## src/rtl/sq_pkg.sv

```systemverilog
package sq_pkg;
  typedef struct packed {
    logic can_wb;
    logic committed;
    logic completed;
  } sq_flags_t;

  function automatic int ring_bits(input int n);
    return (n < 2) ? 1 : $clog2(n);
  endfunction
endpackage

```

## src/rtl/sq_entry_ram.sv

```systemverilog
module sq_entry_ram
  import sq_pkg::*;
#(
  parameter int DEPTH = 8,
  parameter int W     = 8,
  localparam int IW   = ring_bits(DEPTH)
) (
  input  logic          clk,
  input  logic          we,
  input  logic [IW-1:0] waddr,
  input  logic [W-1:0]  wdata,
  input  logic [IW-1:0] raddr,
  output logic [W-1:0]  rdata
);
  logic [W-1:0] mem [DEPTH];

  always_ff @(posedge clk) begin
    if (we) mem[waddr] <= wdata;
    rdata <= mem[raddr];
  end
endmodule

```

## src/rtl/sq_flag_bank.sv

```systemverilog
module sq_flag_bank
  import sq_pkg::*;
#(
  parameter int DEPTH = 8,
  parameter int SEQW  = 16,
  localparam int IW   = ring_bits(DEPTH),
  localparam int PW   = IW + 1
) (
  input  logic             clk,
  input  logic             rst,
  input  logic             alloc_we,
  input  logic [IW-1:0]    alloc_at,
  input  logic [SEQW-1:0]  alloc_seq,
  input  logic [DEPTH-1:0] live,
  input  logic             commit_en,
  input  logic [SEQW-1:0]  commit_seq,
  input  logic             squash_en,
  input  logic [SEQW-1:0]  squash_seq,
  input  logic             done_en,
  input  logic [IW-1:0]    done_at,
  output logic [DEPTH-1:0] can_wb,
  output logic [DEPTH-1:0] completed,
  output logic [PW-1:0]    commit_n,
  output logic [PW-1:0]    squash_n
);
  logic [DEPTH-1:0] commit_hit, squash_hit;

  for (genvar i = 0; i < DEPTH; i++) begin : g_ent
    sq_flags_t       fl_q;
    logic [SEQW-1:0] seq_q;

    assign commit_hit[i] = commit_en & live[i] & ~fl_q.committed & (seq_q < commit_seq);
    assign squash_hit[i] = squash_en & live[i] & ~fl_q.committed & (seq_q > squash_seq);

    always_ff @(posedge clk) begin
      if (rst) begin
        fl_q <= '0;
      end else if (alloc_we && alloc_at == IW'(i)) begin
        fl_q <= '0;
      end else begin
        if (commit_hit[i]) begin
          fl_q.can_wb    <= 1'b1;
          fl_q.committed <= 1'b1;
        end
        if (done_en && done_at == IW'(i)) fl_q.completed <= 1'b1;
      end
    end

    always_ff @(posedge clk) begin
      if (alloc_we && alloc_at == IW'(i)) seq_q <= alloc_seq;
    end

    assign can_wb[i]    = fl_q.can_wb;
    assign completed[i] = fl_q.completed;
  end

  assign commit_n = PW'($countones(commit_hit));
  assign squash_n = PW'($countones(squash_hit));
endmodule

```

## src/rtl/store_queue.sv

```systemverilog
module store_queue
  import sq_pkg::*;
#(
  parameter int DEPTH = 8,
  parameter int AW    = 32,
  parameter int DW    = 64,
  parameter int SZW   = 4,
  parameter int SEQW  = 16,
  localparam int IW   = ring_bits(DEPTH),
  localparam int PW   = IW + 1
) (
  input  logic            clk,
  input  logic            rst,
  input  logic            alloc_valid,
  input  logic [SEQW-1:0] alloc_seq,
  output logic [IW-1:0]   alloc_idx,
  input  logic            wr_valid,
  input  logic [IW-1:0]   wr_idx,
  input  logic [AW-1:0]   wr_addr,
  input  logic [SZW-1:0]  wr_size,
  input  logic [DW-1:0]   wr_data,
  input  logic            commit_valid,
  input  logic [SEQW-1:0] commit_seq,
  input  logic            squash_valid,
  input  logic [SEQW-1:0] squash_seq,
  input  logic            cache_blocked,
  input  logic            done_valid,
  input  logic [IW-1:0]   done_idx,
  output logic            req_valid,
  output logic [IW-1:0]   req_idx,
  output logic [AW-1:0]   req_addr,
  output logic [SZW-1:0]  req_size,
  output logic [DW-1:0]   req_data,
  output logic [PW-1:0]   stores_to_wb,
  output logic            full
);
  localparam int EW = AW + SZW + DW;

  logic [PW-1:0]    head_q, tail_q, wb_q, stwb_q, occ;
  logic [PW-1:0]    commit_n, squash_n;
  logic [IW-1:0]    head_idx, wb_idx;
  logic [DEPTH-1:0] live, can_wb, completed;
  logic             alloc_ok, commit_ok, issue_ok, head_free;
  logic [EW-1:0]    ram_rd;

  assign head_idx  = head_q[IW-1:0];
  assign wb_idx    = wb_q[IW-1:0];
  assign alloc_idx = tail_q[IW-1:0];
  assign occ       = tail_q - head_q;
  assign full      = occ >= PW'(DEPTH - 1);

  assign alloc_ok  = alloc_valid & ~full & ~squash_valid;
  assign commit_ok = commit_valid & ~squash_valid;
  assign issue_ok  = (wb_q != tail_q) & can_wb[wb_idx] & ~completed[wb_idx] & ~cache_blocked;
  assign head_free = (head_q != tail_q) & completed[head_idx];

  // slot i is live when its distance from head is inside the occupancy
  for (genvar i = 0; i < DEPTH; i++) begin : g_live
    logic [IW-1:0] rel;
    assign rel     = IW'(i) - head_idx;
    assign live[i] = {1'b0, rel} < occ;
  end

  sq_flag_bank #(.DEPTH(DEPTH), .SEQW(SEQW)) u_flags (
    .clk       (clk),
    .rst       (rst),
    .alloc_we  (alloc_ok),
    .alloc_at  (alloc_idx),
    .alloc_seq (alloc_seq),
    .live      (live),
    .commit_en (commit_ok),
    .commit_seq(commit_seq),
    .squash_en (squash_valid),
    .squash_seq(squash_seq),
    .done_en   (done_valid),
    .done_at   (done_idx),
    .can_wb    (can_wb),
    .completed (completed),
    .commit_n  (commit_n),
    .squash_n  (squash_n)
  );

  // payload storage, synchronous read at the writeback pointer
  sq_entry_ram #(.DEPTH(DEPTH), .W(EW)) u_ram (
    .clk  (clk),
    .we   (wr_valid),
    .waddr(wr_idx),
    .wdata({wr_addr, wr_size, wr_data}),
    .raddr(wb_idx),
    .rdata(ram_rd)
  );

  always_ff @(posedge clk) begin
    if (rst) begin
      head_q    <= '0;
      tail_q    <= '0;
      wb_q      <= '0;
      stwb_q    <= '0;
      req_valid <= 1'b0;
      req_idx   <= '0;
    end else begin
      if (squash_valid)  tail_q <= tail_q - squash_n;
      else if (alloc_ok) tail_q <= tail_q + PW'(1);
      if (head_free) head_q <= head_q + PW'(1);
      if (issue_ok)  wb_q   <= wb_q + PW'(1);
      stwb_q    <= stwb_q + commit_n - {{(PW-1){1'b0}}, issue_ok};
      req_valid <= issue_ok;
      if (issue_ok) req_idx <= wb_idx;
    end
  end

  assign {req_addr, req_size, req_data} = ram_rd;
  assign stores_to_wb = stwb_q;
endmodule

```

## config.mk

```make
export PLATFORM = sky130hd
export DESIGN_NAME = store_queue
export DESIGN_NICKNAME = d
export VERILOG_FILES = /design/src/rtl/sq_pkg.sv /design/src/rtl/sq_entry_ram.sv /design/src/rtl/sq_flag_bank.sv /design/src/rtl/store_queue.sv
export SDC_FILE = /design/constraint.sdc
export NUM_CORES = 1
export LEC_CHECK = 0
export ABC_AREA = 1
export BUFFER_PORTS_ARGS = -buffer_cell sky130_fd_sc_hd__buf_2
export CORE_MARGIN = 5
export CORE_UTILIZATION = 45
export DETAILED_ROUTE_END_ITERATION = 8
export HOLD_SLACK_MARGIN = 0.06
export PLACE_DENSITY = 0.65
export SETUP_SLACK_MARGIN = 0.1
export SKIP_CTS_REPAIR_TIMING = 1
export SLEW_MARGIN = 10
export SYNTH_ARGS = -nofsm -noshare
export SYNTH_HDL_FRONTEND = slang
export SYNTH_SLANG_ARGS = --single-unit
export TNS_END_PERCENT = 30
```

## constraint.sdc

```tcl
create_clock -name clk -period 7.6 [get_ports clk]
set_input_delay 1.14 -clock clk [delete_from_list [all_inputs] [get_ports clk]]
set_output_delay 1.14 -clock clk [all_outputs]
set_load 0.02 [all_outputs]
```

Yosys cells after proc, flatten, opt, wreduce, memory -nomap -nowiden

Memory sizes are Yosys's and may differ from the RTL's. A register that Yosys moved wholly into a read port is not among the register bits.
Index checks and enable logic that the tools add are counted.

Bits in registers: 164
RAM bits: 800
Input bits: 162
Output and inout port bits: 112
Memories: 1

Memory list:

| memory    | depth | bits a word | rd ports | clocked after memory_dff | wr ports | RTL line           | source |
|---|---|---|---|---|---|---|---|
| u_ram.mem | 8     | 100         | 1        | 1                        | 1        | sq_entry_ram.sv:15 | `logic [W-1:0] mem [DEPTH];` |

Add/sub/neg operators: 29
Magnitude comparators: 27
Eq/ne operators: 16
Mux-type cells: 10
Bitwise gates (word level): 67
Reductions and logical operators: 27

Operators by type and width:

| kind                                                               | count |
|---|---|
| greater-than comparator 16 bit                                     | 8 |
| less-than comparator 16 bit                                        | 8 |
| bitwise AND 1 bit                                                  | 55 |
| less-than comparator 3 x 4 -> 1 bit                                | 8 |
| adder 4 bit                                                        | 7 |
| == test 3 bit (second input constant)                              | 8 |
| adder 1 x 1 -> 2 bit                                               | 8 |
| logical AND 1 bit                                                  | 16 |
| OR reduction 2 bit                                                 | 8 |
| adder 4 x 1 -> 4 bit (second input constant)                       | 3 |
| == test 3 x 2 -> 1 bit (second input constant)                     | 4 |
| NOT 1 bit                                                          | 12 |
| subtractor 3 bit (first input constant)                            | 4 |
| binary-select mux 1 bit (select 3 bit)                             | 3 |
| less-than comparator 3 x 4 -> 1 bit (second input constant)        | 2 |
| two-way mux 4 bit                                                  | 2 |
| inequality test 4 bit                                              | 2 |
| subtractor 4 bit                                                   | 2 |
| == test 3 x 1 -> 1 bit (second input constant)                     | 2 |
| logical NOT 3 bit                                                  | 2 |
| subtractor 1 x 3 -> 3 bit (first input constant)                   | 2 |
| subtractor 2 x 3 -> 3 bit (first input constant)                   | 2 |
| two-way mux 1 bit                                                  | 5 |
| greater-or-equal comparator 4 x 3 -> 1 bit (second input constant) | 1 |
| 2 further kinds                                                    | 2 |

Depth between registers and ports, before layout

Word-level depth: 10
Mapped depth: 29

Hierarchy

From an unflattened synthesis, not the netlist that was laid out.

Cell total of the unflattened synthesis: 4949
Area total of the unflattened synthesis: 49585.1 um2

By module, submodules not included:

| module       | instances | cells each | area each (um2) |
|---|---|---|---|
| sq_entry_ram | 1         | 3574       | 37144.4 |
| sq_flag_bank | 1         | 1101       | 10595.2 |
| store_queue  | 1         | 274        | 1845.5 |

Worst setup path after synthesis

OpenSTA, ideal clock, no wires.

Path type: input to register
From: input port wr_idx[0]
To: memory u_ram.mem[0][0] in the netlist's numbering, enable pin
Arrival: 5445 ps
Required time: 7039 ps
Slack: 1595 ps
Cell stages on the path: 3
Cells stage by stage: inv_1 nand2_1 nor2_1

RTL lines:

| what               | RTL line           | source |
|---|---|---|
| start: declaration | store_queue.sv:18  | `input logic [IW-1:0] wr_idx,` |
| end: declaration   | sq_entry_ram.sv:15 |  |

No word-level cell before the write port.

Worst setup path after layout

From: register tail_q[0]
To: register tail_q[2]

Word-level cells in the longest chain between the ends: 10
Elaborated cells between the ends (all ways): 49

Ends and longest elaborated chain:

| what                                            | RTL line           | source |
|---|---|---|
| start: declaration                              | store_queue.sv:39  | `logic [PW-1:0] head_q, tail_q, wb_q, stwb_q, occ;` |
| start signal: assignment                        | store_queue.sv:102 | `if (squash_valid) tail_q <= tail_q - squash_n;` |
| start signal: assignment                        | store_queue.sv:103 | `else if (alloc_ok) tail_q <= tail_q + PW'(1);` |
| subtractor 4 bit                                | store_queue.sv:49  | `assign occ = tail_q - head_q;` |
| less-than comparator 3 x 4 -> 1 bit             | store_queue.sv:61  | `assign live[i] = {1'b0, rel} < occ;` |
| bitwise AND 1 bit (3 in series)                 | sq_flag_bank.sv:33 | `assign squash_hit[i] = squash_en & live[i] & ~fl_q.committed & (seq_q > squash_seq);` |
| adder 1 x 1 -> 2 bit (implied by the code)      | sq_flag_bank.sv:58 | `assign squash_n = PW'($countones(squash_hit));` |
| adder 4 bit (implied by the code) (2 in series) | sq_flag_bank.sv:58 |  |
| subtractor 4 bit                                | store_queue.sv:102 |  |
| two-way mux 4 bit                               | store_queue.sv:102 |  |

Parallel ways exist; a longest one is shown, timed or not. The select of a mux whose other input is x is not followed.
A chain may end at the register's enable or synchronous reset.

==> flow_metrics.env <==
export IMPL_critical_path_top_cell_by_count="sky130_fd_sc_hd__nand2_1"
export IMPL_antenna_nets_post_route=0
export IMPL_worst_slack_after_detailed_placement_ns=1.80
export IMPL_global_placement_routability_congestion=0.884
export IMPL_slowest_stage="sky130_fd_sc_hd__fa_1"
export IMPL_worst_ep_arrival_time_ns=6.27
export IMPL_timing_rr_start="tail_q[0]$_SDFFE_PP0P_"
export IMPL_worst_endpoint_required_ns=8.18
export IMPL_global_route_usage_total_pct=20.3
export IMPL_crit_path_max_fanout=9
export IMPL_layout_common_cells="928 x sky130_fd_sc_hd__edfxtp_1, 808 x sky130_fd_sc_hd__nor2_1, 432 x sky130_fd_sc_hd__o21ai_0"
export IMPL_critical_path_endpoint_type="register"
export IMPL_cts_max_level=3
export IMPL_synth_cell_area_um2=45600
export IMPL_wl_per_cell_um=20.1
export IMPL_synth_top_cell_by_area="sky130_fd_sc_hd__edfxtp_1"
export IMPL_max_stage_delay_ns=0.59
export IMPL_final_hold_viol_count=0
export IMPL_r2r_slack_ns=1.91
export IMPL_cpLargestDelayFamily="adder cells"
export IMPL_tritoncts="done"
export IMPL_r2r_cells=28
export IMPL_finClkSkew_ns=0.0277
export IMPL_drv_max_cap_violation_count=0
export IMPL_io_pin_count=274
export IMPL_worst_setup_hold_path_clk_slew_ns=0.06
export IMPL_area_of_the_die_um2=108000
export IMPL_hold_depth=2
export IMPL_p_leak_nw=19.7
export IMPL_grt_max_degree=225
export IMPL_drive_gt1_share_pct=11.9
export IMPL_clock_latency_ns=0.70
export IMPL_setup_worst_path_start_class="register"
export IMPL_critical_path_n_buffers_inverters=5
export IMPL_status="complete, no violations"
export IMPL_grt_antenna_before_repair=30
export IMPL_rsz0062_at_grt="false"
export IMPL_grt_pass1_vias=28437
export IMPL_detailed_place_area_um2=48200
export IMPL_layout_min_cycle_time_ns=5.69
export IMPL_grt_pass1_wl_um=169000
export IMPL_netlist_top_cells_area="sky130_fd_sc_hd__edfxtp_1 61%, sky130_fd_sc_hd__ha_1 7.7%, sky130_fd_sc_hd__nor2_1 6.7%, sky130_fd_sc_hd__dfxtp_1 6.0%, sky130_fd_sc_hd__o21ai_0 4.7%"
export IMPL_yosys_warnings=0
export IMPL_remaining_drc_errors=0
export IMPL_final_cell_count_no_fill=5570
export IMPL_post_synth_cell_area_avg_um2=11.8
export IMPL_postSynth_topFlopCell="sky130_fd_sc_hd__edfxtp_1"
export IMPL_initial_core_util_pct=45.5
export IMPL_die_x_um=328
export IMPL_placementRows=116
export IMPL_report_final_slew_viol_count=0
export IMPL_drt_first_pass_iters=7
export IMPL_synthesis_nets=4320
export IMPL_sequential_area_share_after_synthesis_pct=67.1
export IMPL_design_core_area_um2=100000
export IMPL_final_critical_path_setup_slack_ns=1.91
export IMPL_fmaxAchievable_ghz=0.176
export IMPL_cts_num_sinks=1064
export IMPL_nFillCells=8601
export IMPL_layout_cells_most_common="sky130_fd_sc_hd__edfxtp_1"
export IMPL_worstReg2RegEnd="tail_q[2]$_SDFFE_PP0P_"
export IMPL_postLayoutCellArea_um2=51900
export IMPL_maximum_count_of_clock_buffers_along_a_single_path=3
export IMPL_timing_max_slew_rel_slack_pct=21.2
export IMPL_route_final_wire_length_um=112000
export IMPL_cts_root_buffer_cell="sky130_fd_sc_hd__clkbuf_16"
export IMPL_origin_of_the_worst_min_delay_path="req_idx[0]$_SDFFE_PP0P_"
export IMPL_tritoncts_num_buffers=108
export IMPL_final_net_count=4561
export IMPL_place_detailed_instances=5350
export IMPL_synth_top_cell_area_share_pct=61.1
export IMPL_synthDistinctLibCells=42
export IMPL_die_height_um=328
export IMPL_dr_first_iter_drc_count=2255
export IMPL_totalNegativeSetupSlack_ns=0
export IMPL_peak_supply_drop_uv=198
export IMPL_hpwl_um=66100
export IMPL_criticalPathCategory="register to register"
export IMPL_io_buffers=273
export IMPL_postSynthRegisterBits=1064
export IMPL_async_reset_ff_share_pct=0
export IMPL_detailroute_via_count=29298
export IMPL_area_growth_syn_to_layout_pct=13.7
export IMPL_report_final_setup_viol=0
export IMPL_synth_edff_count=928
export IMPL_tightestPinTransition_ns=1.18
export IMPL_syn_instance_count=3862
export IMPL_min_to="req_idx[0]$_SDFFE_PP0P_"
export IMPL_timing_hold_worst_class="register to register"
export IMPL_powerDensity_nw_per_um2=279
export IMPL_viasPerCell=5.26
export IMPL_final_min_period_over_clock_period_pct=74.9
export IMPL_globalRouteOverflowTotal=0
synth_stat cells (2+ instances only):
cell type                  count
sky130_fd_sc_hd__a21o_1        2
sky130_fd_sc_hd__a21oi_1     134
sky130_fd_sc_hd__a31oi_1     104
sky130_fd_sc_hd__buf_1         3
sky130_fd_sc_hd__buf_2        39
sky130_fd_sc_hd__buf_4        21
sky130_fd_sc_hd__buf_6         4
sky130_fd_sc_hd__clkbuf_1     94
sky130_fd_sc_hd__clkbuf_2      9
sky130_fd_sc_hd__clkinv_1      2
sky130_fd_sc_hd__dfxtp_1     136
sky130_fd_sc_hd__edfxtp_1    928
sky130_fd_sc_hd__fa_1         14
sky130_fd_sc_hd__ha_1        282
sky130_fd_sc_hd__inv_1       206
sky130_fd_sc_hd__inv_2         4
sky130_fd_sc_hd__nand2_1     378
sky130_fd_sc_hd__nand2_2       4
sky130_fd_sc_hd__nand2_4       2
sky130_fd_sc_hd__nand3_1      60
sky130_fd_sc_hd__nand3b_1      7
sky130_fd_sc_hd__nand4_1      26
sky130_fd_sc_hd__nor2_1      818
sky130_fd_sc_hd__nor2_2        3
sky130_fd_sc_hd__nor3_1        7
sky130_fd_sc_hd__nor4_1        2
sky130_fd_sc_hd__o211ai_1      8
sky130_fd_sc_hd__o21a_1        9
sky130_fd_sc_hd__o21ai_0     432
sky130_fd_sc_hd__o21bai_1      2
sky130_fd_sc_hd__o22ai_1     100
sky130_fd_sc_hd__xnor2_1       5
sky130_fd_sc_hd__xor2_1        8
tightest hold or removal path: stages, from the launching register on:
cell and delay (ns):
sky130_fd_sc_hd__dfxtp_1 0.31, sky130_fd_sc_hd__nand2_1 0.06, sky130_fd_sc_hd__a21oi_1 0.05
registers in the layout, indices dropped and copies added, names as in the netlist:
register and flops:
u_ram.mem 800, u_flags.g_ent.seq_q 128, u_ram.rdata 100, u_flags.completed 8, u_flags.can_wb 6, head_q 4, stores_to_wb 4, tail_q 4
wb_q 4, req_idx 3, u_flags.g_ent.fl_q 2, req_valid 1
worst max-delay path by stage:
stage,start,endpoint,slack [ns],depth (start not counted)
floorplan,wr_idx[0],u_ram.mem[0][0]$_DFFE_PP_,1.59,3
global placement,squash_seq[1],tail_q[2]$_SDFFE_PP0P_,1.83,24
detailed placement,squash_seq[1],tail_q[2]$_SDFFE_PP0P_,1.80,24
CTS,tail_q[0]$_SDFFE_PP0P_,tail_q[2]$_SDFFE_PP0P_,1.93,28
global route,tail_q[0]$_SDFFE_PP0P_,tail_q[2]$_SDFFE_PP0P_,1.53,28
finish,tail_q[0]$_SDFFE_PP0P_,tail_q[2]$_SDFFE_PP0P_,1.91,28
logic make-up after synthesis:
group,after synthesis,share of synthesized area [%]
DFF,1064,67.1
and+or+nand+nor,1311,11.3
xor gates and xnor gates,13,0.250
AOI/OAI and AO/OA,795,9.43
buffers and inverters,383,3.53
adders and majority gates,296,8.35
metal layers:
metal	vias up	global-route usage, %	wire length (um)
li1	14248	-	-
met1	14091	26.8	47500
met2	751	33.2	52600
met3	194	4.26	7480
met4	14	7.79	3970
met5	-	0	89
power by group:
group	leakage (nW)	switching, mW	internal [mW]
sequential	9.56	0.178	6.69
clock	1.76	2.25	3.10
combinational	8.41	1.53	0.725
final cells by class:
class                           instances  area [um^2]  share of cell area, %
Inverter                              213          822                   1.59
Timing Repair Buffer                  301         1600                   3.09
Sequential cell                      1064        30600                   59.0
Clock inverter                         59          711                   1.37
Clock buffer                          144         2930                   5.65
Tap cell                             1357         1700                   3.27
Antenna cell                           17         42.5                 0.0820
Multi-Input combinational cell       2415        13500                   25.9
stage by stage:
stage / power, mW / hold WS, ns / util, %
floorplan: 8.47 / 0.443 / -
global placement: 9.20 / 0.452 / 48.0
detailed placement: 9.24 / 0.471 / 48.0
CTS: 14.6 / 0.481 / 51.7
global route: 15.2 / 0.495 / 51.7
finish: 14.5 / 0.474 / 51.7
Note: power is estimated with default switching activity, not from simulation.
